### src/rtl/xfer_activation_arbiter.sv
module xfer_activation_arbiter #(
  parameter int N_SRC = 8,
  parameter int VEC_W = 8
) (
  input  logic             clk,
  input  logic             rst_n,
  input  logic [N_SRC-1:0] src_evt,
  input  logic [N_SRC-1:0] src_flag_clr,
  input  logic             en_wr,
  input  logic [N_SRC-1:0] en_wdata,
  input  logic             sw_vec_wr,
  input  logic [VEC_W-1:0] sw_vec_wdata,
  input  logic             sw_cancel,
  output logic             xfer_start,
  output logic [VEC_W-1:0] xfer_vec,
  input  logic             xfer_done,
  input  logic             xfer_more,
  input  logic             xfer_cnt_end,
  input  logic             xfer_irq_sel,
  output logic [N_SRC-1:0] route_en,
  output logic [N_SRC-1:0] src_flag,
  output logic             sw_en,
  output logic [N_SRC-1:0] cpu_irq,
  output logic             sw_irq
);
  localparam int IDX_W = (N_SRC > 1) ? $clog2(N_SRC) : 1;

  logic             busy, cur_sw, start_q, swirq_q;
  logic [IDX_W-1:0] cur_idx, win_idx;
  logic [VEC_W-1:0] vec_q, swvec_q;
  logic [N_SRC-1:0] en_q, flag_q, hw_req, cur_mask, flag_kill, en_kill;

  assign hw_req   = flag_q & en_q;
  wire   sw_req   = sw_en & ~swirq_q;
  wire   any_req  = (|hw_req) | sw_req;
  wire   finish   = busy & xfer_done & ~xfer_more;
  wire   hard_end = xfer_cnt_end | xfer_irq_sel;
  wire   hw_fin   = finish & ~cur_sw;
  wire   sw_fin   = finish & cur_sw;

  always_comb begin
    win_idx = '0;
    for (int i = N_SRC - 1; i >= 0; i--)
      if (hw_req[i]) win_idx = IDX_W'(i);
  end

  assign cur_mask  = N_SRC'(1) << cur_idx;
  assign flag_kill = (hw_fin & ~hard_end) ? cur_mask : '0;
  assign en_kill   = (hw_fin &  hard_end) ? cur_mask : '0;

  always_ff @(posedge clk or negedge rst_n) begin
    if (!rst_n) begin
      busy    <= 1'b0;
      cur_sw  <= 1'b0;
      cur_idx <= '0;
      start_q <= 1'b0;
      vec_q   <= '0;
    end else begin
      start_q <= 1'b0;
      if (finish) begin
        busy <= 1'b0;
      end else if (!busy && any_req) begin
        busy    <= 1'b1;
        start_q <= 1'b1;
        cur_sw  <= ~(|hw_req);
        cur_idx <= win_idx;
        vec_q   <= (|hw_req) ? VEC_W'(win_idx) : swvec_q;
      end
    end
  end

  always_ff @(posedge clk or negedge rst_n) begin
    if (!rst_n) begin
      flag_q <= '0;
      en_q   <= '0;
    end else begin
      flag_q <= (flag_q & ~flag_kill & ~src_flag_clr) | src_evt;
      en_q   <= (en_wr ? en_wdata : en_q) & ~en_kill;
    end
  end

  always_ff @(posedge clk or negedge rst_n) begin
    if (!rst_n) begin
      sw_en   <= 1'b0;
      swirq_q <= 1'b0;
      swvec_q <= '0;
    end else begin
      if (sw_cancel) begin
        sw_en   <= 1'b0;
        swirq_q <= 1'b0;
      end else if (sw_fin) begin
        sw_en   <= hard_end;
        swirq_q <= hard_end;
      end else if (sw_vec_wr && !sw_en) begin
        sw_en   <= 1'b1;
        swvec_q <= sw_vec_wdata;
      end
    end
  end

  assign xfer_start = start_q;
  assign xfer_vec   = vec_q;
  assign route_en   = en_q;
  assign src_flag   = flag_q;
  assign cpu_irq    = flag_q & ~en_q;
  assign sw_irq     = swirq_q;

  a_r3_one_outstanding: assert property (@(posedge clk) disable iff (!rst_n)
    xfer_start |=> !xfer_start);
  a_r4_flag_cleared: assert property (@(posedge clk) disable iff (!rst_n)
    (hw_fin && !hard_end && !src_evt[cur_idx]) |=> !src_flag[$past(cur_idx)]);
  a_r5_route_dropped: assert property (@(posedge clk) disable iff (!rst_n)
    (hw_fin && hard_end) |=> !route_en[$past(cur_idx)]);
  a_r6_vec_held: assert property (@(posedge clk) disable iff (!rst_n)
    (sw_en && sw_vec_wr) |=> $stable(swvec_q));
  a_r7_sw_done: assert property (@(posedge clk) disable iff (!rst_n)
    (sw_fin && !hard_end) |=> !sw_en);
  a_r8_sw_irq: assert property (@(posedge clk) disable iff (!rst_n)
    (sw_fin && hard_end && !sw_cancel) |=> (sw_irq && sw_en));
  a_r9_chain_link: assert property (@(posedge clk) disable iff (!rst_n)
    (busy && xfer_done && xfer_more) |=> (busy && $stable(sw_en)));
  a_r10_set_wins: assert property (@(posedge clk) disable iff (!rst_n)
    (|src_evt) |=> ((src_flag & $past(src_evt)) == $past(src_evt)));
endmodule

### config.mk
export PLATFORM = sky130hd
export DESIGN_NAME = xfer_activation_arbiter
export DESIGN_NICKNAME = d
export VERILOG_FILES = /design/src/rtl/xfer_activation_arbiter.sv
export SDC_FILE = /design/constraint.sdc
export NUM_CORES = 1
export LEC_CHECK = 0
export CORE_MARGIN = 2
export CORE_UTILIZATION = 28
export DETAILED_ROUTE_END_ITERATION = 8
export PLACE_DENSITY_LB_ADDON = 0.1
export SYNTH_ARGS = -nofsm -noshare
export SYNTH_HDL_FRONTEND = slang
export SYNTH_SLANG_ARGS = --single-unit
### constraint.sdc
create_clock -name clk -period 2.9 [get_ports clk]
set_input_delay 0.435 -clock clk [delete_from_list [all_inputs] [get_ports clk]]
set_output_delay 0.435 -clock clk [all_outputs]
set_load 0.01 [all_outputs]
==> run_results.csv <==
group,metric,value,unit
outcome,status,"finished, violations left",
outcome,violations,"design-rule violations",
clocking,clk_latency,0.29,ns
final_layout,final_util,43.2,%
yosys,synth.yosys.seq_area_share,53.5,%
final_layout,area_delta_synth_final,48.2,%
yosys,dominantRegCellSynth,"dfrtp_1",
critical_path,crit_type,"flip-flop to flip-flop",
yosys,synth-async-reset-ratio,100,%
sta,fin_skew,0.00297,ns
detailed_routing,via_per_inst,4.90,
power,power.leakage,1.17,nW
final_layout,fillers,643,
sta,slew-limit-headroom,37.5,%
yosys,synth_seq_cells,40,
detailed_routing,drt-wirelength-per-cell,15.9,um
critical_path,critPathMaxFanout,10,
sta,slew_viol_final,0,
grt,grt.overflow.total,0,
worst_hold_path,hp-class,"input port to asynchronous set/reset pin",
critical_path,max_stage_delay,0.43,ns
final_layout,ff_latch_area,0.00100,sq mm
clocking,cts-resized-gates,0,
clocking,cts.reportedPaths.clkPinSlew,0.08,ns
placed_design,gp_congestion,0.728,
clocking,cts_hold_repair.buffers,0,
detailed_routing,first_pass_iters,7,
grt,grt.total_usage,13.8,%
die,start_util,29.1,%
placed_design,preCtsSetupSlack,0.609,ns
clocking,cts_tree,"built",
final_layout,multi_input_area,801,sq um
power,ir_drop,0.225,mV
detailed_routing,num_vias,1525,
sta,finalSetupViolCount,0,
yosys,synth.avg_cell_area,12.0,sq um
flow_run,cap_violations,0,
sta,fin_crit_sh,70.7,%
clocking,post-cts-setup-buffers,0,
die,rows,29,
critical_path,critical_path.top_delay_family,"compound AO/OA/AOI/OAI gates",
die,fp.dieH,85.7,um
clocking,clock_sinks,40,
die,die_area,0.00735,sq mm
detailed_routing,drt_iter0_drc,76,
yosys,syn_area,0.00187,sq mm
critical_path,slowest_stage,"dfrtp_1",
final_layout,antennaDiodeCount,0,
clocking,root_buffer,"clkbuf_8",
sta,tns,0,ns
yosys,synth_cell_type_count,41,
die,core,0.00642,sq mm
clocking,cts_max_level,2,
yosys,synth_edf_count,0,
grt,grt_pass1_wl,7930,um
final_layout,nNetsFinal,275,
placed_design,hpwl,3710,um
sta,setup_ws,0.850,ns
power,powerDensity,529,mW/mm^2
critical_path,critPathBufInv,1,
sta,tightest_slew,0.938,ns
critical_path,arrival,2.23,ns
die,fp.dieW,85.7,um
clocking,cts_buffer_depth,2,
grt,first_global_vias,1537,
critical_path,critPathCaptureType,"flip-flop",
detailed_routing,drc,9,
grt,antenna_found_initial,0,
yosys,synthCells,156,
sta,hold_viol_final,0,
critical_path,path_cells,"a22o_1 -> nor4_4 -> a21o_1 -> inv_4 -> mux2_4",
grt,grt_max_degree,41,
sta,grt_setup_unrepaired,"false",
sta,period_needed,2.05,ns
clocking,cts_buffers,5,
detailed_routing,routed_wl,4940,um
yosys,yosysWarnings,0,
critical_path,critPathLaunchType,"flip-flop",
placed_design,port-buffer-count,75,
critical_path,critical_path_required,3.08,ns
yosys,syn_nets,197,
sta,max_freq,488,MHz
detailed_routing,ant_nets,0,
final_layout,drive_gt1_share,9.83,%
die,pin_count,76,
[report_power, final]
group          switching, mW  internal (mW)  total (mW)
sequential            0.0897          0.635       0.725
clock                  0.188          0.164       0.352
combinational          0.156          0.235       0.391
total                  0.434           1.03        1.47
[through the flow]
step                power [mW]  hold slack [ns]  std cells  instance area [sq um]
floorplan                0.910            0.139        156                   1870
global placement          1.13            0.468        304                   2700
detailed placement        1.13            0.476        304                   2700
CTS                       1.49            0.324        311                   2770
global route              1.55            0.361        311                   2770
finish                    1.47            0.285        311                   2770
[cells by family (layout without fill, tap and decap cells)]
logic type | Yosys count | after routing | synth area share, %
buffers and inverters | 15 | 93 | 3.68
AO/OA/AOI/OAI | 43 | 43 | 18.5
flip-flops | 40 | 40 | 53.5
multiplexers | 17 | 17 | 9.90
AND/OR/NAND/NOR | 41 | 41 | 14.4
[cells in the final DEF, fill, tap and decap left out, drive strengths merged, types with 2 or more instances in the layout]
cell	instances
nor2	5
nand2	8
o21a	3
a22oi	2
a221o	2
nand4b	2
nand2b	3
dfrtp	40
clkbuf	6
nor2b	11
a21o	3
a21oi	8
a22o	9
inv	9
mux2i	8
nor4	3
buf	3
a31oi	2
a31o	6
mux2	9
nand3b	2
a32o	3
clkdlybuf4s50	74
[layout make-up]
class	instances	area share, %
repair buffers	77	27.4
flip-flops and latches	40	36.1
inverters	9	1.31
well taps	77	3.47
clock inverters	1	0.181
clock buffers	6	2.62
multi-input cells	101	28.9
[layer usage]
metal / GRT usage [%] / share of wire (%) / vias to the layer above
met5: 0 / 0 / -
met4: 2.60 / 0.73 / 0
met3: 3.46 / 5.1 / 4
met2: 22.7 / 46 / 51
met1: 18.6 / 48 / 740
li1: - / - / 730
[final timing paths]
| path | slack [ns] | endpoint | startpoint | depth (start not counted) |
|---|---|---|---|---|
| setup / recovery | 0.85 | cur_idx[0]$_DFFE_PN0P_ | route_en[3]$_DFF_PN0_ | 5 |
| hold / removal | 0.29 | src_flag[5]$_DFF_PN0_ | rst_n | 1 |
| setup reg to reg | 0.85 | cur_idx[0]$_DFFE_PN0P_ | route_en[3]$_DFF_PN0_ | 5 |
| hold reg to reg | 0.49 | xfer_vec[3]$_DFFE_PN0P_ | swvec_q[3]$_DFFE_PN0P_ | 1 |
| max in group asynchronous | 2.03 | xfer_vec[7]$_DFFE_PN0P_ | rst_n | 1 |
| min in group clk | 0.49 | xfer_vec[3]$_DFFE_PN0P_ | swvec_q[3]$_DFFE_PN0P_ | 1 |
[cell usage after synthesis, types with 2 or more instances]
library cell	count	area share, %
dfrtp_1	40	54
nor2b_1	11	3.7
a21oi_1	8	2.1
a22o_1	8	3.7
mux2_1	8	4.8
mux2i_1	8	4.3
nand2_1	8	1.6
inv_1	7	1.4
a31o_2	6	2.8
nor2_1	5	1.0
a21o_1	3	1.2
a32o_1	3	1.6
clkbuf_1	3	0.60
nand2b_1	3	1.0
o21a_1	3	1.2
a221o_1	2	1.1
a22oi_1	2	0.80
a31oi_1	2	0.67
nand3b_1	2	0.80
nand4b_1	2	0.94
nor4_1	2	0.67
[flip-flops by register name, summed over array words and instances, names as in the netlist]
name,count
busy,1
cur_idx,3
cur_sw,1
route_en,8
src_flag,8
sw_en,1
sw_irq,1
swvec_q,8
xfer_start,1
xfer_vec,8
Power figures use the tool's default switching activity.
